[src/rtl/fpx_pkg.sv]
package fpx_pkg;

  typedef enum logic [2:0] {
    OP_NONE   = 3'd0,
    OP_PUSH   = 3'd1,
    OP_POP    = 3'd2,
    OP_FSTORE = 3'd3,
    OP_FLOAD  = 3'd4,
    OP_PWRITE = 3'd5,
    OP_PREAD  = 3'd6,
    OP_EMPTY  = 3'd7
  } fpx_op_e;

  typedef enum logic [1:0] {
    TAG_VALID   = 2'b00,
    TAG_ZERO    = 2'b01,
    TAG_SPECIAL = 2'b10,
    TAG_EMPTY   = 2'b11
  } fpx_tag_e;

endpackage

[src/rtl/fpx_tag_classify.sv]
module fpx_tag_classify #(
  parameter int MANT_W = 64,
  parameter int EXP_W  = 15
) (
  input  logic [MANT_W+EXP_W:0] value_i,
  output logic [1:0]            tag_o
);
  import fpx_pkg::*;

  logic [EXP_W-1:0]  exp_f;
  logic [MANT_W-1:0] man_f;
  logic              exp_ones;
  logic              exp_zero;
  logic              man_zero;

  always_comb begin
    exp_f    = value_i[MANT_W +: EXP_W];
    man_f    = value_i[MANT_W-1:0];
    exp_ones = &exp_f;
    exp_zero = ~|exp_f;
    man_zero = ~|man_f;
    if (exp_zero && man_zero)
      tag_o = TAG_ZERO;
    else if (exp_ones || (exp_zero && !man_zero))
      tag_o = TAG_SPECIAL;
    else
      tag_o = TAG_VALID;
  end
endmodule

[src/rtl/fpx_reg_array.sv]
module fpx_reg_array #(
  parameter int NREG  = 8,
  parameter int REG_W = 80
) (
  input  logic                    clk,
  input  logic                    we_i,
  input  logic [$clog2(NREG)-1:0] waddr_i,
  input  logic [REG_W-1:0]        wdata_i,
  input  logic [$clog2(NREG)-1:0] raddr_i,
  output logic [REG_W-1:0]        rdata_o
);
  logic [REG_W-1:0] row_q [NREG];

  for (genvar g = 0; g < NREG; g++) begin : g_row
    logic row_en;
    always_comb row_en = we_i && (waddr_i == g[$clog2(NREG)-1:0]);
    always_ff @(posedge clk) begin
      if (row_en) row_q[g] <= wdata_i;
    end
  end

  always_comb rdata_o = row_q[raddr_i];
endmodule

[src/rtl/fpx_tag_file.sv]
module fpx_tag_file #(
  parameter int NREG = 8
) (
  input  logic                    clk,
  input  logic                    rst_n,
  input  logic                    all_en_i,
  input  logic [1:0]              all_val_i,
  input  logic                    wr_en_i,
  input  logic [$clog2(NREG)-1:0] wr_idx_i,
  input  logic [1:0]              wr_val_i,
  output logic [2*NREG-1:0]       tags_o
);
  for (genvar g = 0; g < NREG; g++) begin : g_tag
    logic [1:0] tag_q;
    logic [1:0] tag_d;
    logic       tag_en;
    logic       hit;

    always_comb begin
      hit    = wr_en_i && (wr_idx_i == g[$clog2(NREG)-1:0]);
      tag_en = all_en_i || hit;
      tag_d  = hit ? wr_val_i : all_val_i;
    end

    always_ff @(posedge clk or negedge rst_n) begin
      if (!rst_n)      tag_q <= 2'b11;
      else if (tag_en) tag_q <= tag_d;
    end

    always_comb tags_o[2*g +: 2] = tag_q;
  end
endmodule

[src/rtl/fpx_regfile.sv]
module fpx_regfile #(
  parameter int NREG   = 8,
  parameter int MANT_W = 64,
  parameter int EXP_W  = 15
) (
  input  logic                          clk,
  input  logic                          rst_n,
  input  logic                          op_valid,
  input  logic [2:0]                    op_code,
  input  logic [$clog2(NREG)-1:0]       op_idx,
  input  logic [MANT_W+EXP_W:0]         wdata,
  output logic [MANT_W+EXP_W:0]         rd_data,
  output logic                          rd_valid,
  output logic [$clog2(NREG)-1:0]       top_ptr,
  output logic [2*NREG-1:0]             tag_word,
  output logic                          packed_mode,
  output logic                          stk_over,
  output logic                          stk_under
);
  import fpx_pkg::*;

  localparam int REG_W = MANT_W + EXP_W + 1;
  localparam int PTR_W = $clog2(NREG);
  localparam int HI_W  = REG_W - MANT_W;

  // state registers
  logic [PTR_W-1:0] top_q, top_d;
  logic             top_en;
  logic             pk_q, pk_d;
  logic             pk_en;
  logic             over_q, over_d;
  logic             under_q, under_d;
  logic [REG_W-1:0] rd_q;
  logic             rd_en;
  logic             rdv_q;

  // datapath wires
  logic             arr_we;
  logic [PTR_W-1:0] arr_waddr;
  logic [REG_W-1:0] arr_wdata;
  logic [PTR_W-1:0] arr_raddr;
  logic [REG_W-1:0] arr_rdata;
  logic [1:0]       wr_class;
  logic             tag_all_en;
  logic [1:0]       tag_all_val;
  logic             tag_wr_en;
  logic [PTR_W-1:0] tag_wr_idx;
  logic [1:0]       tag_wr_val;
  logic [2*NREG-1:0] tags;

  logic             is_fp;
  logic             is_pk;
  logic [PTR_W-1:0] push_slot;
  logic [PTR_W-1:0] rel_slot;
  logic [1:0]       tag_push;
  logic [1:0]       tag_top;
  logic [1:0]       tag_rel;

  fpx_tag_classify #(.MANT_W(MANT_W), .EXP_W(EXP_W)) u_class (
    .value_i (wdata),
    .tag_o   (wr_class)
  );

  fpx_reg_array #(.NREG(NREG), .REG_W(REG_W)) u_array (
    .clk     (clk),
    .we_i    (arr_we),
    .waddr_i (arr_waddr),
    .wdata_i (arr_wdata),
    .raddr_i (arr_raddr),
    .rdata_o (arr_rdata)
  );

  fpx_tag_file #(.NREG(NREG)) u_tags (
    .clk       (clk),
    .rst_n     (rst_n),
    .all_en_i  (tag_all_en),
    .all_val_i (tag_all_val),
    .wr_en_i   (tag_wr_en),
    .wr_idx_i  (tag_wr_idx),
    .wr_val_i  (tag_wr_val),
    .tags_o    (tags)
  );

  // operation decode and addressing
  always_comb begin
    is_fp = op_valid && (op_code == OP_PUSH  || op_code == OP_POP ||
                         op_code == OP_FSTORE || op_code == OP_FLOAD);
    is_pk = op_valid && (op_code == OP_PWRITE || op_code == OP_PREAD);
    push_slot = top_q - PTR_W'(1);
    rel_slot  = top_q + op_idx;
    tag_push  = tags[2*push_slot +: 2];
    tag_top   = tags[2*top_q +: 2];
    tag_rel   = tags[2*rel_slot +: 2];
  end

  // next-state logic
  always_comb begin
    arr_we      = 1'b0;
    arr_waddr   = op_idx;
    arr_wdata   = wdata;
    arr_raddr   = op_idx;
    tag_all_en  = 1'b0;
    tag_all_val = TAG_EMPTY;
    tag_wr_en   = 1'b0;
    tag_wr_idx  = op_idx;
    tag_wr_val  = wr_class;
    top_en      = 1'b0;
    top_d       = top_q;
    pk_en       = 1'b0;
    pk_d        = pk_q;
    over_d      = 1'b0;
    under_d     = 1'b0;
    rd_en       = 1'b0;

    if (is_fp) begin
      pk_en = 1'b1;
      pk_d  = 1'b0;
    end

    if (is_pk && !pk_q) begin
      pk_en       = 1'b1;
      pk_d        = 1'b1;
      top_en      = 1'b1;
      top_d       = '0;
      tag_all_en  = 1'b1;
      tag_all_val = TAG_VALID;
    end

    if (op_valid) begin
      unique case (op_code)
        OP_PUSH: begin
          if (tag_push == TAG_EMPTY) begin
            arr_we     = 1'b1;
            arr_waddr  = push_slot;
            tag_wr_en  = 1'b1;
            tag_wr_idx = push_slot;
            top_en     = 1'b1;
            top_d      = push_slot;
          end else begin
            over_d = 1'b1;
          end
        end
        OP_POP: begin
          arr_raddr = top_q;
          if (tag_top != TAG_EMPTY) begin
            rd_en      = 1'b1;
            tag_wr_en  = 1'b1;
            tag_wr_idx = top_q;
            tag_wr_val = TAG_EMPTY;
            top_en     = 1'b1;
            top_d      = top_q + PTR_W'(1);
          end else begin
            under_d = 1'b1;
          end
        end
        OP_FSTORE: begin
          arr_we     = 1'b1;
          arr_waddr  = rel_slot;
          tag_wr_en  = 1'b1;
          tag_wr_idx = rel_slot;
        end
        OP_FLOAD: begin
          arr_raddr = rel_slot;
          rd_en     = 1'b1;
          under_d   = (tag_rel == TAG_EMPTY);
        end
        OP_PWRITE: begin
          arr_we     = 1'b1;
          arr_wdata  = {{HI_W{1'b1}}, wdata[MANT_W-1:0]};
          tag_wr_en  = 1'b1;
          tag_wr_val = TAG_VALID;
        end
        OP_PREAD: begin
          rd_en = 1'b1;
        end
        OP_EMPTY: begin
          tag_all_en  = 1'b1;
          tag_all_val = TAG_EMPTY;
          pk_en       = 1'b1;
          pk_d        = 1'b0;
        end
        default: begin
        end
      endcase
    end
  end

  // register process
  always_ff @(posedge clk or negedge rst_n) begin
    if (!rst_n) begin
      top_q   <= '0;
      pk_q    <= 1'b0;
      over_q  <= 1'b0;
      under_q <= 1'b0;
      rdv_q   <= 1'b0;
    end else begin
      if (top_en) top_q <= top_d;
      if (pk_en)  pk_q  <= pk_d;
      over_q  <= over_d;
      under_q <= under_d;
      rdv_q   <= rd_en;
    end
  end

  always_ff @(posedge clk or negedge rst_n) begin
    if (!rst_n)     rd_q <= '0;
    else if (rd_en) rd_q <= arr_rdata;
  end

  always_comb begin
    rd_data     = rd_q;
    rd_valid    = rdv_q;
    top_ptr     = top_q;
    tag_word    = tags;
    packed_mode = pk_q;
    stk_over    = over_q;
    stk_under   = under_q;
  end
endmodule

[config.mk]
export PLATFORM = sky130hd
export DESIGN_NAME = fpx_regfile
export DESIGN_NICKNAME = d
export VERILOG_FILES = /design/src/rtl/fpx_pkg.sv /design/src/rtl/fpx_tag_classify.sv /design/src/rtl/fpx_reg_array.sv /design/src/rtl/fpx_tag_file.sv /design/src/rtl/fpx_regfile.sv
export SDC_FILE = /design/constraint.sdc
export NUM_CORES = 1
export LEC_CHECK = 0
export BUFFER_PORTS_ARGS = -buffer_cell sky130_fd_sc_hd__buf_4
export CAP_MARGIN = 40
export CORE_ASPECT_RATIO = 0.9
export CORE_MARGIN = 2
export CORE_UTILIZATION = 30
export DETAILED_ROUTE_END_ITERATION = 7
export PLACE_DENSITY = 0.56
export SETUP_SLACK_MARGIN = 0.5
export SYNTH_ARGS = -nofsm -noshare
export SYNTH_HDL_FRONTEND = slang
export SYNTH_SLANG_ARGS = --single-unit
[constraint.sdc]
create_clock -name clk -period 19.6 [get_ports clk]
set_input_delay 0 -clock clk [delete_from_list [all_inputs] [get_ports clk]]
set_output_delay 0 -clock clk [all_outputs]
set_load 0.005 [all_outputs]
---- Word level (Yosys, flattened, before mapping) ----
Memory sizes are Yosys's and may differ from the RTL's. A register that Yosys moved wholly into a read port is not among the register bits.
Cells that the tools add are included.
storage, ports and cells
  flip-flop bits (word level) ............. 23
  RAM bits ................................ 640
  input port bits ......................... 89
  output and inout port bits .............. 103
  word-level logic and storage cells ...... 193
  memories ................................ 1
cells by class
  add/subtract/negate cells ............... 3
  eq/ne operators ......................... 24
  shift-type cells ........................ 3
  multiplexer cells ....................... 97
  reduce and logical (&&, ||, !) cells .... 52
memory list
  memory         depth  width  read ports  clocked after Yosys merged registers in  write ports  RTL line             source
  u_array.row_q  8      80     1           1                                        1            fpx_reg_array.sv:12  logic [REG_W-1:0] row_q [NREG];
operators by type and width
  operator             count
  $mux 80              9
  $reduce_or 80->1     7
  $reduce_or 64->1     1
  $mux 3               16
  $shiftx 16x5->2      3
  $mux 1               47
  $eq 3x3->1 const B   12
  $mux 2               15
  $logic_and 1x1->1    21
  $eq 3x2->1 const B   6
  $pmux 3 s2           3
  $reduce_and 15->1    1
  $reduce_or 15->1     1
  $logic_or 1x1->1     13
  $eq 3x1->1 const B   3
  $pmux 3 s3           1
  $pmux 1 s2           4
  $logic_not 3->1      2
  $eq 2x2->1 const B   2
  $logic_not 1->1      4
  $pmux 2 s2           1
  $reduce_or 2->1      2
  $add 3x1->3 const B  1
  $add 3x3->3          1
  3 further kinds      3

---- Logic depth before layout (Yosys ltp) ----
Gate-level depths: netlist (run 1).
  word-level depth ........................ 18
  depth in mapped cells ................... 11
  depth with buffers taken out ............ 10

---- Cells and area by module ----
From an unflattened synthesis (run 1), not the netlist that was laid out.
unflattened totals
  cells, all modules ...................... 1358
  area, all modules ....................... 29324.4 µm²
by module, submodules not included
  module            instances  cells an instance  area each (µm²)  seq. area each (µm²)
  fpx_reg_array     1          938                24053.1          19218.4
  fpx_regfile       1          329                4190.3           2177.1
  fpx_tag_file      1          58                 870.8            420.4
  fpx_tag_classify  1          33                 210.2            0.0

---- Worst setup path after synthesis (run 1) ----
OpenSTA, ideal clock, no wires.
  kind .................................... register -> register
  from .................................... register top_q[1] (netlist: top_ptr[1])
  to ...................................... memory u_array.row_q[6][0] (enable)
  library setup time ...................... 633 ps
  arrival time ............................ 8187 ps
  data required time ...................... 18967 ps
  path slack .............................. 10780 ps
  stages on the path, launching flop included .. 11
  path buffers ............................ 2
  period minus slack after synthesis ...... 8820 ps
  cell sequence ........................... dfrtp_1 buf_2 inv_1 ha_1 buf_4 inv_2 mux4_2 mux2i_2 o31ai_1 a21oi_1 nor3b_1
on the way
  elaborated cells on any way between the ends .. 63
  classes of those cells .................. 2 x add/sub; 8 x eq/ne; 1 x shift; 36 x mux; 16 x reduce/logical
RTL lines
  item                                                      RTL line             source
  start, declared                                           fpx_regfile.sv:27    logic [PTR_W-1:0] top_q, top_d;
  start signal, assigned                                    fpx_regfile.sv:197   if (top_en) top_q <= top_d;
  $sub 3x1->3                                               fpx_regfile.sv:89    push_slot = top_q - PTR_W'(1);
  $shiftx 16x5->2                                           fpx_regfile.sv:91    tag_push = tags[2*push_slot +: 2];
  $eq 2x2->1                                                fpx_regfile.sv:132   if (tag_push == TAG_EMPTY) begin
  $mux 3                                                    fpx_regfile.sv:132
  $pmux 3 s2                                                fpx_regfile.sv:130   unique case (op_code)
  $mux 3                                                    fpx_regfile.sv:129   if (op_valid) begin
  $eq 3x3->1                                                fpx_reg_array.sv:16  always_comb row_en = we_i && (waddr_i == g[$clog2(NREG)-1:0]);
  $logic_and 1x1->1 (*)                                     fpx_reg_array.sv:16
  named net u_array.g_row[6].row_en                         fpx_reg_array.sv:15  logic row_en;
  $mux 1 (*)                                                fpx_reg_array.sv:18  if (row_en) row_q[g] <= wdata_i;
  $mux 1 (implied by the code) (*)                          fpx_reg_array.sv:18
  $reduce_or 80->1 (no line)                                --
  $mux 3 (no line) or $mux 1 (tied branches) (2 in series)  --
  end, declared                                             fpx_reg_array.sv:12
The timed path passes the listed nets; every way through them passes the cells marked *.

---- Worst setup path after layout (run 1) ----
  from .................................... register top_q[0] (netlist: top_ptr[0])
  to ...................................... memory u_array.row_q[1][15] (enable)
on the way
  cells in the longest elaborated chain, start to end .. 18
  elaborated cells on any way between the ends .. 63
  classes of those cells .................. 2 x add/sub; 8 x eq/ne; 1 x shift; 36 x mux; 16 x reduce/logical
ends and longest elaborated chain
  item                                                      RTL line
  $sub 3x1->3                                               fpx_regfile.sv:89
  $shiftx 16x5->2                                           fpx_regfile.sv:91
  $eq 2x2->1                                                fpx_regfile.sv:132
  $mux 3                                                    fpx_regfile.sv:132
  $pmux 3 s2                                                fpx_regfile.sv:130
  $mux 3                                                    fpx_regfile.sv:129
  $eq 3x1->1                                                fpx_reg_array.sv:16
  $logic_and 1x1->1 (*)                                     fpx_reg_array.sv:16
  named net u_array.g_row[1].row_en                         fpx_reg_array.sv:15
  $mux 1 (*)                                                fpx_reg_array.sv:18
  $mux 1 (implied by the code) (*)                          fpx_reg_array.sv:18
  $reduce_or 80->1 (no line)                                --
  $mux 3 (no line) or $mux 1 (tied branches) (7 in series)  --
Marked as above.

==> flow_results.org, run 1 <==
** Outcome
- Run status :: complete, no violations

** Critical path
- Slack of the worst reg-to-reg path :: 14,060 ps
- Category of the worst setup path launch point :: flop
- R2R Path End :: u_array.row_q[1][15]
- Length in cells of the worst reg-to-reg path :: 11
- The critical path contains buffers and inverters numbering 4 combined.
- Family of cells with the greatest summed delay on the critical path :: buffers and inverters
- Following the worst setup path forward leads to its endpoint at u_array.row_q[1][15].
- For the worst setup path, the data arrival time is 5780 ps.
- STA classifies the critical path endpoint as a flop.
- At the worst endpoint, the required time is 19,840 ps.
- The worst setup path is of the reg2reg kind.
- Highest-delay cell along the critical path :: sky130_fd_sc_hd__dfrtp_1
- Largest incremental delay on the critical path :: 840 ps
- In this run the critical register-to-register path is launched from top_ptr[0].
- Total number of cells along the worst setup path :: 11
- Maximum net fanout on the critical path :: 47
- Walking the worst path, the cells encountered are inv_4 > ha_1 > inv_2 > mux4_2 > mux2i_1 > o311a_1 > a21oi_1 > nand2b_1 > nor2b_4 > buf_4 > buf_4.
- Most used cell, CP :: sky130_fd_sc_hd__buf_4
- The most critical setup path has its startpoint at top_ptr[0].

** Synthesis
- Yosys printed 0 warnings.
- Sequential element share of the synthesized area :: 74.57%
- In the post-synthesis netlist, the cell with the most instances is sky130_fd_sc_hd__edfxtp_1.
- In the synthesized netlist the async set-or-reset flop fraction comes to 13.86%.
- After synthesis the netlist holds a flip-flop and latch count of 743.
- The synthesized design devotes to its leading area cell type 65.69% of total area.
- Mapped Cells :: 1,481
- Cell types occupying the most area after synthesis :: sky130_fd_sc_hd__edfxtp_1 (66%), sky130_fd_sc_hd__mux4_2 (13%), sky130_fd_sc_hd__dfrtp_1 (7.4%), sky130_fd_sc_hd__mux2i_1 (3.1%), sky130_fd_sc_hd__a21oi_1 (1.7%)
- Number of flops mapped to enable cells by yosys :: 640
- The number of nets in the synthesized netlist is 1,574.
- Predominant post-synthesis flop cell :: sky130_fd_sc_hd__edfxtp_1
- Synthesis instantiated 72 different standard cells from the library.
- A synthesized cell averages 19.75 sq um.
- The synthesized netlist occupies a cell area of 29,260 sq um.
- Cell types with the highest counts after synthesis :: sky130_fd_sc_hd__edfxtp_1 (640), sky130_fd_sc_hd__mux4_2 (166), sky130_fd_sc_hd__a21oi_1 (99)
- The largest total area in the synthesized netlist belongs to sky130_fd_sc_hd__edfxtp_1.

** Floorplanning
- Measured along the y axis, the die boundary spans 300.3 microns.
- From left edge to right edge, the die measures 333.2 microns.
- The floorplan has 108 rows.
- Die footprint :: 100,000 sq um
- Count of boundary I/O pins :: 192
- Core outline area :: 96,480 sq um
- Once the floorplan was initialized, standard cells occupied 30.32% of the core.

** Drt
- Before antenna repair, the detailed router went through 5 iterations.
- Routed via count divided by cell count :: 4.834
- Number of design rule violations left after detail routing :: 0
- Number of nets with antenna violations after detailed routing :: 0
- Number of vias in the routed layout :: 15,140
- Summed over all layers, the routed wires come to 71,060 microns.
- DR iter-0 viols :: 1,101
- Routed WL per cell :: 22.69 microns

** Timing
- Upper clock frequency limit :: 180.5 MHz
- The worst path in the final design needs a cycle of 5539 ps, including I/O delays and setup.
- Hold WS :: 62.12 ps
- Remaining max-slew budget at the tightest pin :: 39.20%
- In the finished design, the share of the clock period the worst path needs comes to 28.26%.
- Measured slew at the worst slew-check pin :: 912.0 ps
- Setup repair after global routing left no endpoint under its margin.
- Number of pins with negative max-slew slack in the final report :: 0
- The clock arrives with 30.78 ps of skew.
- Number of endpoints failing setup at the final stage :: 0
- The number of failing hold endpoints at the final stage came to 0.
- For the final routed database, the setup TNS stands at 0 ps.

** CTS
- Clock tree from TritonCTS :: yes
- After clock tree synthesis, the flow added hold-fix buffers numbering 91.
- In this run, post-CTS repair resized a total of 0 instances.
- The longest clock path from root to sink contains 3 buffers.
- Buffers inserted during clock tree synthesis total 82.
- Buffers added to address setup during post-CTS repair amount to 0.
- For this design, the sink count on the clock tree is 743.
- The H-tree was split into 3 levels.
- After clock tree synthesis, the clock-pin slew on the worst setup and hold paths is 60 ps.
- Skew-Pair Late Insertion Delay :: 630 ps
- The tree is rooted in a sky130_fd_sc_hd__clkbuf_16.

** GRT
- Wire length of the first global-routing pass :: 106,000 microns
- Vias in the first global route :: 15,940
- Antenna violations before repair :: 5
- Remaining Overflow, GRT :: 0
- Gr usage total :: 14.18%
- Pin count of the biggest net entering global routing :: 162

** Power
- Combinational logic is responsible for 13.0% of the overall power.
- Part of the total power dissipated in the clock network :: 37.9%
- Sequential cells account for 49.1% of the total power.
- Dividing total power by cell area gives a power density of 106.1 nW/um^2.
- Internal power contribution :: 2.876 mW
- Net switching power figure :: 918.9 uW
- Switch share :: 24.21%
- In this run the static leakage power is 12.08 nW.
- The completed layout was analyzed and its total power is 3.795 mW.
- Largest vdd supply drop :: 0.00005768 V

** Placement
- IO buf count :: 191
- Detailed placement ended at an HPWL of 42,470 microns.
- At the end of routability-driven placement, the weighted congestion stood at 0.8561.
- Placed Cells :: 2,888

** Cells and area
- Counting the fill cells in the layout gives 8,996.
- Area used by multi-input combinational logic :: 7076 sq um
- The count of cells in the finished layout, fillers not included, comes to 3,132.
- Summing all flip-flop and latch instances after layout gives 21,820 sq um.
- From synthesis to final layout, the design area changed by 22.28%.
- The net count of the finished layout is 1,893.
- Cells fill 37.08% of the core in the end.
- Of the cells placed in the final design, the portion with a size suffix greater than 1 is 29.60%.

** Job
- Max-cap check violation count :: 0

** Hold path
- The worst hold path passes through 6 cells.
- In this run the worst hold path is classified as in2reg.
## per-stage QoR
step	worst slack (ps)	instance area [sq um]
floorplan	10780	29260
global placement	14150	32120
detailed placement	14020	32330
CTS	14010	35750
global route	13730	35770
finish	14060	35770
## worst reg2reg max path, stage by stage (launching register included)
cell	delay, ps
sky130_fd_sc_hd__dfrtp_1	840
sky130_fd_sc_hd__inv_4	90
sky130_fd_sc_hd__ha_1	460
sky130_fd_sc_hd__inv_2	170
sky130_fd_sc_hd__mux4_2	550
sky130_fd_sc_hd__mux2i_1	140
sky130_fd_sc_hd__o311a_1	340
sky130_fd_sc_hd__a21oi_1	520
sky130_fd_sc_hd__nand2b_1	270
sky130_fd_sc_hd__nor2b_4	570
sky130_fd_sc_hd__buf_4	430
sky130_fd_sc_hd__buf_4	750
## registers in the layout, indices dropped and copies added, names as in the netlist
| register | flops |
|---|---|
| rd_data | 80 |
| stk_over | 1 |
| top_ptr | 3 |
| packed_mode | 1 |
| stk_under | 1 |
| u_tags.g_tag.tag_q | 16 |
| rd_valid | 1 |
| u_array.row_q | 640 |
## worst min-delay path by stage
stage | slack (ps) | end | start
final | 60 | top_ptr[2] | op_code[2]
after global routing | 80 | stk_over | op_code[2]
after CTS | 20 | top_ptr[2] | op_code[2]
after detailed placement | 10 | rd_data[19] | rst_n
after global placement | 10 | stk_over | rst_n
after floorplan | -300 | packed_mode | rst_n
## layout by cell type (no fill, tap or decap), drive strengths merged, types with 3 or more instances in the layout
cell type / instances
nor4: 19
a31oi: 3
nand2: 22
mux4: 166
and2: 4
o21ai: 7
xor2: 4
dlygate4sd3: 90
inv: 14
a21o: 12
o21bai: 3
dfrtp: 87
nor2: 94
nor2b: 4
or3: 5
clkinv: 19
nor3: 8
mux2i: 92
a21oi: 99
and3: 6
nand2b: 20
clkbuf: 122
nand4: 13
nand4b: 3
mux2: 9
edfxtp: 640
dfstp: 16
buf: 223
ha: 3
nor3b: 7
xnor2: 3
nand3: 13
o211ai: 3
## final cells by class
class,instances,share of cell area (%)
flip-flops and latches,743,60.98
multi-input cells,650,19.78
repair buffers,315,7.733
clock buffers,121,6.463
well taps,1265,4.424
clock inverters,28,0.5141
inverters,8,0.09093
diodes,2,0.01399
## metal layers
layer / GRT usage, % / share of wire, %
met5: 0 / 0.051
met3: 2.412 / 4.3
met4: 4.223 / 2.4
met1: 19.18 / 44
met2: 23.51 / 49
## cells by family (layout without fill, tap and decap cells)
kind of cell,count (synthesis),count (layout),share of synthesized area (%)
AO/OA/AOI/OAI,148,148,3.156
flip-flops,743,743,74.57
buffers and inverters,88,472,1.561
other,0,2,0
adder cells (fa/ha/maj),4,4,0.1967
XOR/XNOR,7,7,0.2096
AND/OR/NAND/NOR,224,224,3.969
multiplexers,267,267,16.34
## power by group through the flow
| stage | sequential, mW | combinational, mW | clock, mW |
|---|---|---|---|
| 2_1_floorplan | 1.88 | 0.275 | 0 |
| 3_3_place_gp | 1.90 | 0.476 | 0 |
| 3_5_place_dp | 1.90 | 0.486 | 0 |
| 4_1_cts | 1.86 | 0.507 | 1.48 |
| 5_1_grt | 1.87 | 0.540 | 1.54 |
| 6_report | 1.86 | 0.495 | 1.44 |
Power figures use the tool's default switching activity.
==> inputs of run 2 (changes only) <==
- PLACE_DENSITY: 0.56 -> 0.58
- clock period: 19.6 -> 4.51 ns (I/O delays scaled with it)
==> flow_results.org, run 2 (same netlist as run 1, synthesis figures left out) <==
** GRT
- Remaining Overflow, GRT :: 0
- Wire length of the first global-routing pass :: 106,900 microns
- The number of global-route vias before repair was 16,180.
- Pin count of the biggest net entering global routing :: 81
- Global routing used 14.24% of the available tracks across all layers.
- Antenna violations before repair :: 6

** Floorplanning
- Count of boundary I/O pins :: 192
- The initialized floorplan defines 108 standard-cell rows.
- Starting Density :: 30.32%
- The die covers 100,000 sq um.
- The core region is 96,480 sq um.
- The die is 333.2 microns wide.
- Die height :: 300.3 microns

** Outcome
- The run finished, with violations left.
- Violated checks :: hold timing

** Cells and area
- At the end of the flow, the number of nets in the layout was 1,910.
- The finished cells cover 36,380 sq um.
- Counting flops per register, the top entry is u_array.row_q.
- The register with the most flip-flops in the layout has 640 of them.
- The finished layout holds 3,151 standard cells, fillers aside.
- Layout cells sized above 1 :: 31.46%
- The library cells used most frequently in the layout, excluding fill and tap cells, are sky130_fd_sc_hd__edfxtp_1 (640), sky130_fd_sc_hd__buf_4 (209), sky130_fd_sc_hd__mux4_2 (166).
- The library cell used most frequently in the layout, excluding fill and tap cells, is sky130_fd_sc_hd__edfxtp_1.
- Relative area change from synthesis to final layout :: 24.35%
- Core occupancy in the finished layout :: 37.71%

** CTS
- Cell chosen for the clock root :: sky130_fd_sc_hd__clkbuf_16
- Number of levels in the clock H-tree :: 3
- The clock reaches the later pin of the worst-skew pair after 630 ps.
- Clock tree from TritonCTS :: yes
- Clk pin slew, worst setup/hold paths :: 60 ps
- The clock net in this run drives a total of 743 sinks.
- Counting along the longest clock path gives a buffer depth of 3.
- The number of clock buffers added by TritonCTS is 82.

** Critical path
- The slowest stage of the critical path belongs to the cell sky130_fd_sc_hd__dfrtp_1.
- At the worst endpoint, the arrival time is 4050 ps.
- Along the worst path, the maximum fanout reaches 42.
- WS Path Type :: reg2reg
- STA classifies the critical path endpoint as a flop.
- The signal on the critical path passes through inv_4 > ha_4 > inv_6 > mux4_2 > mux2i_1 > o311a_1 > a21oi_4 > nand2b_1 > nor2b_4 > buf_12.
- Largest incremental delay on the critical path :: 670 ps
- Counting cells, the worst reg-to-reg path comes to 10.
- Category of the worst setup path launch point :: flop
- Slack of the worst reg-to-reg path :: 740 ps
- Req. time, crit path :: 4790 ps
- Launching point of the worst reg2reg path :: top_ptr[1]
- R2R Path End :: u_array.row_q[1][16]

** Drt
- Number of nets with antenna violations after detailed routing :: 0
- Across all layers, the routed design uses 15,340 vias.
- In this run, the number of DRC markers left after iteration 0 of detailed routing was 1,198.
- Routed WL per cell :: 22.72 microns
- Total Routed Length :: 71,580 microns
- Initial DRT Pass Iterations :: 5
- For this run, design rule violations remaining after detail routing come to 0.
- Routed via count divided by cell count :: 4.869

** Power
- The share of total power dissipated in the clock network is 38.8%.
- Dividing total power by cell area gives a power density of 465.3 nW/um^2.
- Net switching is 24.33% of the power.
- Net switching power figure :: 4.119 mW
- Combinational power share :: 13.4%
- The internal power of the cells totals 12.81 mW.
- Of the total power, registers draw 47.8%.
- Largest vdd supply drop :: 0.0002897 V
- Static leakage :: 12.32 nW

** Timing
- Static timing analysis puts the maximum clock frequency at 264.9 MHz.
- Maximum clock skew at final layout :: 29.47 ps
- Hold WS :: -13.07 ps
- Number of hold-slack violations in the final timing report :: 24
- Remaining max-slew budget at the tightest pin :: 36.03%
- The clock period could shrink to 3774 ps.
- Number of endpoints failing setup at the final stage :: 0
- Number of pins with negative max-slew slack in the final report :: 0
- In the finished design, the share of the clock period the worst path needs comes to 83.69%.
- Setup repair after global routing left no endpoint under its margin.
- Measured slew at the worst slew-check pin :: 950.8 ps
- In the post-route analysis, the smallest setup slack over all paths is 735.7 ps.

** Job
- Max-cap check violation count :: 0

** Placement
- Worst setup timing slack at the placement stage :: 625.7 ps
- IO buf count :: 191
- Weighted congestion at the end of routability-driven global placement :: 0.8893
- The wire-length estimate of the detail-placed layout is 44,540 microns.
- After detailed placement, the design holds a cell count of 2,909.
- Once placement finished, the instance area stood at 32,810 sq um.

** Hold path
- Cell depth of the worst hold path :: 2
- The path with the worst hold slack has its endpoint at u_array.row_q[7][77].
- Path category of the worst min-delay check :: in2reg
- Startpoint of the tightest hold check path :: wdata[77]
==> run 2: changes by cell type in the layout (fill, tap and decap cells not counted), moves of 3 or more <==
cell,change
sky130_fd_sc_hd__buf_12,+30
sky130_fd_sc_hd__bufinv_16,+4
sky130_fd_sc_hd__dlygate4sd3_1,-4
sky130_fd_sc_hd__a21oi_1,-3
sky130_fd_sc_hd__clkinvlp_4,+3
sky130_fd_sc_hd__buf_16,-7
sky130_fd_sc_hd__clkbuf_1,-11
==> run 2: worst max path at each step <==
stage	start	to	slack (ps)
2_1_floorplan	top_ptr[0]	u_array.row_q[3][0]	-80
3_3_place_gp	top_ptr[1]	u_array.row_q[4][70]	580
3_5_place_dp	top_ptr[1]	u_array.row_q[4][73]	630
4_1_cts	top_ptr[1]	u_array.row_q[4][71]	580
5_1_grt	top_ptr[0]	u_array.row_q[6][11]	550
6_report	top_ptr[1]	u_array.row_q[1][16]	740
==> run 2: critical path, delay by kind of cell, from the launching register on <==
family	cells	cell delay, ps
flip-flops	1	670
AND/OR/NAND/NOR	2	440
AO/OA/AOI/OAI	2	750
buffers and inverters	3	480
multiplexers	2	700
adder cells (fa/ha/maj)	1	310
==> run 2: what timing repair did <==
action | in CTS | in global routing
gates resized for setup | 0 | 1
setup buffers | 0 | 2
setup endpoints to repair | 0 | 99
endpoints found under the hold margin | 688 | 0
hold buffers | 86 | 0
==> run 2: final cells by class <==
| type | instances | area (sq um) |
|---|---|---|
| flip-flops and latches | 743 | 21820 |
| inverters | 8 | 42.54 |
| fillers | 8852 | 60100 |
| multi-input cells | 651 | 7167 |
| clock inverters | 41 | 394.1 |
| repair buffers | 331 | 3103 |
| clock buffers | 111 | 2273 |
| well taps | 1265 | 1583 |
| diodes | 1 | 2.502 |
==> run 2: metrics by stage <==
step,total power [mW],TNS [ps]
6_report,16.93,0
5_1_grt,17.61,0
4_1_cts,17.14,0
3_5_place_dp,10.47,0
3_3_place_gp,10.43,0
2_1_floorplan,9.416,-10410
==> run 2: power by group through the flow <==
stage / sequential [mW] / clock [mW] / combinational, mW
after floorplan: 8.15 / 0 / 1.26
after global placement: 8.22 / 0 / 2.21
after detailed placement: 8.23 / 0 / 2.24
after CTS: 8.10 / 6.72 / 2.32
after global routing: 8.13 / 7.00 / 2.48
final: 8.09 / 6.56 / 2.28
==> run 2: routing by layer <==
metal | track usage [%] | part of all wire [%]
met5 | 0 | 0.11
met4 | 4.115 | 2.4
met3 | 2.573 | 4.6
met2 | 23.63 | 49
met1 | 19.21 | 44
==> inputs of run 3 (changes only) <==
- ABC_AREA: not set -> 1
- clock period: 4.51 -> 3.1 ns (I/O delays scaled with it)
==> flow_results.org, run 3 <==
** Synthesis
- Top cell type by total area after synthesis :: sky130_fd_sc_hd__edfxtp_1
- Most common cell in the synthesized netlist :: sky130_fd_sc_hd__edfxtp_1
- Number of flops mapped to enable cells by yosys :: 640
- Count of cell types in the netlist :: 39
- Cell types with the highest counts after synthesis :: sky130_fd_sc_hd__edfxtp_1 (640), sky130_fd_sc_hd__nand2_1 (382), sky130_fd_sc_hd__inv_1 (354)
- Sequential element share of the synthesized area :: 71.41%
- In the synthesized netlist the dominant register cell turns out to be sky130_fd_sc_hd__edfxtp_1.
- Counting flops and latches in the post-synthesis netlist gives 743.
- Fraction of registers with async set/reset :: 13.86%
- Average instance area after synthesis :: 11.86 sq um
- In the synthesized netlist, the number of instances is 2,576.
- Share of the synthesized area in the top cell type :: 62.91%
- By area the synthesized netlist is led by sky130_fd_sc_hd__edfxtp_1 (63%), sky130_fd_sc_hd__dfrtp_1 (7.1%), sky130_fd_sc_hd__nand3_1 (5.6%), sky130_fd_sc_hd__nand2_1 (4.7%), sky130_fd_sc_hd__inv_1 (4.3%).
- The number of nets in the synthesized netlist is 2,669.
- After synthesis the cells add up to 30,550 sq um.
- For this run, the number of Yosys warnings is 0.

** Outcome
- Run status :: complete, no violations

** Timing
- For the pin with the worst max-slew slack, the measured transition is 678.9 ps.
- Final TNS setup :: 0 ps
- Setup repair after global routing missed its margin :: true
- Number of pins with negative max-slew slack in the final report :: 0
- The number of failing hold endpoints at the final stage is 0.
- Remaining max-slew budget at the tightest pin :: 54.57%
- Maximum clock skew at final layout :: 28.37 ps
- After layout, the worst path uses 91.79% of the clock period.
- The clock period could shrink to 2846 ps.
- Upper clock frequency limit :: 351.4 MHz
- Setup violations remaining at the end of the flow were counted as 0.

** GRT
- The number of global-route vias before repair was 20,750.
- For this run the aggregate overflow at the end of global routing stands at 0.
- Pin count of the biggest net entering global routing :: 86
- Antenna violations before repair :: 1
- Wire length of the first global-routing pass :: 137,900 microns
- For this run, the total global-route usage over all layers was measured as 17.59%.

** Job
- Max-cap check violation count :: 0

** Drt
- Initial DRT Pass Iterations :: 6
- After detailed routing, the number of remaining DRC violations is 0.
- DR iter-0 viols :: 2,215
- After detailed routing, the average wire length per cell comes to 22.86 microns.
- Number of nets with antenna violations after detailed routing :: 0
- Total Routed Length :: 103,000 microns
- Number of vias in the routed layout :: 22,480
- Routed via count divided by cell count :: 4.987

** Cells and area
- Area occupied by registers :: 21,820 sq um
- The register with the most flip-flops in the layout has 640 of them.
- The net count of the finished layout is 3,175.
- Top reg by flops :: u_array.row_q
- Fill cells in the final layout number 9,128.
- Finished layout cell area :: 43,970 sq um
- Compared with the post-synthesis result, the final layout area differs by 43.93%.
- Leading cell types in the layout, fill and taps excluded :: sky130_fd_sc_hd__edfxtp_1 (640), sky130_fd_sc_hd__nand2_1 (359), sky130_fd_sc_hd__inv_1 (347)
- The post-route netlist has 27.37% of its cells at a drive strength greater than 1.
- Most common library cell in the layout ignoring fill and taps :: sky130_fd_sc_hd__edfxtp_1
- The multi-input combinational cells in the finished layout cover a total of 8280 sq um.
- Non-filler cells, final :: 4,507

** CTS
- Counting the buffers created by CTS gives 81.
- Clock Sinks :: 743
- Clock-pin slew was measured on the worst setup and hold paths at 60 ps.
- The H-tree was split into 3 levels.
- Maximum buffer depth of the clock tree :: 3
- CTS placed an instance of sky130_fd_sc_hd__clkbuf_16 at the clock tree root.
- TritonCTS built the clock tree.
- Skew-Pair Late Insertion Delay :: 630 ps

** Critical path
- In this run the worst setup path begins at top_ptr[0].
- STA puts the critical path data arrival time at 3180 ps.
- At the worst endpoint, the required time is 3440 ps.
- In this run the worst path has a maximum fanout of 7.
- Launching point of the worst reg2reg path :: top_ptr[0]
- The critical path in this run is classified as reg2reg.
- STA classifies the critical path startpoint as a flop.
- The worst setup path is captured at a flop.

** Floorplanning
- In this run the horizontal extent of the chip is 340.4 microns.
- The floorplan step defined a die boundary enclosing 104,400 sq um.
- Starting Density :: 30.13%
- Die height :: 306.7 microns
- The floorplan has 111 rows.
- Core outline area :: 101,400 sq um
- In this run the count of I/O pins placed on the die edge is 192.

** Power
- For this design the static power due to leakage is 16.96 nW.
- Pwr Total :: 26.60 mW
- Dividing total power by cell area gives a power density of 605.1 nW/um^2.
- The worst-case IR drop observed on VDD is 0.0003938 V.

** Hold path
- Path category of the worst min-delay check :: in2async

** Placement
- In this run the tool buffered the top-level ports with 191 buffer cells.
- Placed Cells :: 4,058
- Detailed placement finished with a half-perimeter wire length of 51,090 microns.
- At the end of routability-driven placement, the weighted congestion stood at 0.8716.
- Placement Cell Area :: 34,400 sq um
[run 3: changes by cell type after synthesis, sizes merged, moves of 12 or more]
cell    previous run  this run
o21ai              7       171
nor2              94        40
clkbuf            28        41
o211ai             3       160
inv                8       360
nand2b            20         0
nand3             13       340
nand2             22       383
a21o              12         0
mux2i             92         0
buf               52       107
mux4             166         0
a21oi             99       176
[run 3: timing repair]
| item | CTS | global route |
|---|---|---|
| endpoints found under the hold margin | 709 | 0 |
| pin swaps | 27 | 80 |
| hold buffers | 86 | 0 |
| resized for setup | 206 | 236 |
| setup buffers | 73 | 25 |
| gates cloned | 56 | 57 |
| endpoints found under the setup margin | 719 | 736 |
[run 3: cells by family after synthesis]
kind of cell	Yosys count	share of synthesized area, %
flops	743	71.41
compound gates	518	10.03
simple gates	797	11.50
xor+xnor	5	0.1434
fa+ha+maj	4	0.1884
buf+inv	509	6.733
[run 3: layout make-up]
| class | count | area share (%) |
|---|---|---|
| clock inverter | 41 | 0.8025 |
| clock buffer | 109 | 5.082 |
| multi-input combinational | 1324 | 18.83 |
| timing repair inverter | 1 | 0.02561 |
| inverter | 361 | 3.153 |
| timing repair buffer | 570 | 18.62 |
| sequential | 743 | 49.62 |
| antenna | 2 | 0.01138 |
| tap | 1356 | 3.859 |
[run 3: worst paths after layout]
| check | endpoint | slack, ps | depth (start not counted) |
|---|---|---|---|
| min in group clk | u_tags.g_tag[7].tag_q[0] | 50 | 6 |
| max reg2reg | u_array.row_q[5][44] | 250 | 15 |
| min | u_tags.g_tag[7].tag_q[1] | 30 | 2 |
| max in group asynchronous | rd_data[22] | 2480 | 4 |
| max | u_array.row_q[5][44] | 250 | 15 |
| min reg2reg | rd_data[43] | 480 | 2 |
[run 3: stage by stage]
| stage | setup slack, ps | hold slack, ps | utilization (%) |
|---|---|---|---|
| floorplan | -321.8 | -295.6 | - |
| global placement | 269.3 | 148.0 | 33.90 |
| detailed placement | 258.0 | -32.90 | 33.93 |
| CTS | 361.4 | 9.545 | 40.65 |
| global route | 216.0 | 49.88 | 43.36 |
| finish | 254.4 | 29.55 | 43.37 |
[run 3: per-layer routing]
metal  GRT usage, %  vias up  wire length [microns]
met5              0        -                     12
li1               -    10190                      -
met3          2.782      144                   7670
met1          24.13    11220                  43060
met2          28.98      924                  49620
met4          4.733        2                   2677
[run 3: power breakdown]
| group | switching [mW] | leakage, nW | total (mW) | internal, mW |
|---|---|---|---|---|
| combinational | 2.82 | 8.69 | 5.19 | 2.36 |
| clock | 4.01 | 1.27 | 9.44 | 5.43 |
| sequential | 0.484 | 7.01 | 12.0 | 11.5 |
[run 3: critical path, cell delays in order, from the launching register on]
cell                      delay (ps)
sky130_fd_sc_hd__dfrtp_1         380
sky130_fd_sc_hd__ha_2            180
sky130_fd_sc_hd__inv_2            40
sky130_fd_sc_hd__fa_2            340
sky130_fd_sc_hd__xnor2_2         140
sky130_fd_sc_hd__xor2_1          240
sky130_fd_sc_hd__nand2_1         120
sky130_fd_sc_hd__nand2_2         110
sky130_fd_sc_hd__o21ai_4          80
sky130_fd_sc_hd__inv_2            90
sky130_fd_sc_hd__nand2_4          70
sky130_fd_sc_hd__buf_12          150
sky130_fd_sc_hd__nor2_4          170
sky130_fd_sc_hd__buf_8           190
sky130_fd_sc_hd__buf_12          110
sky130_fd_sc_hd__buf_16          130
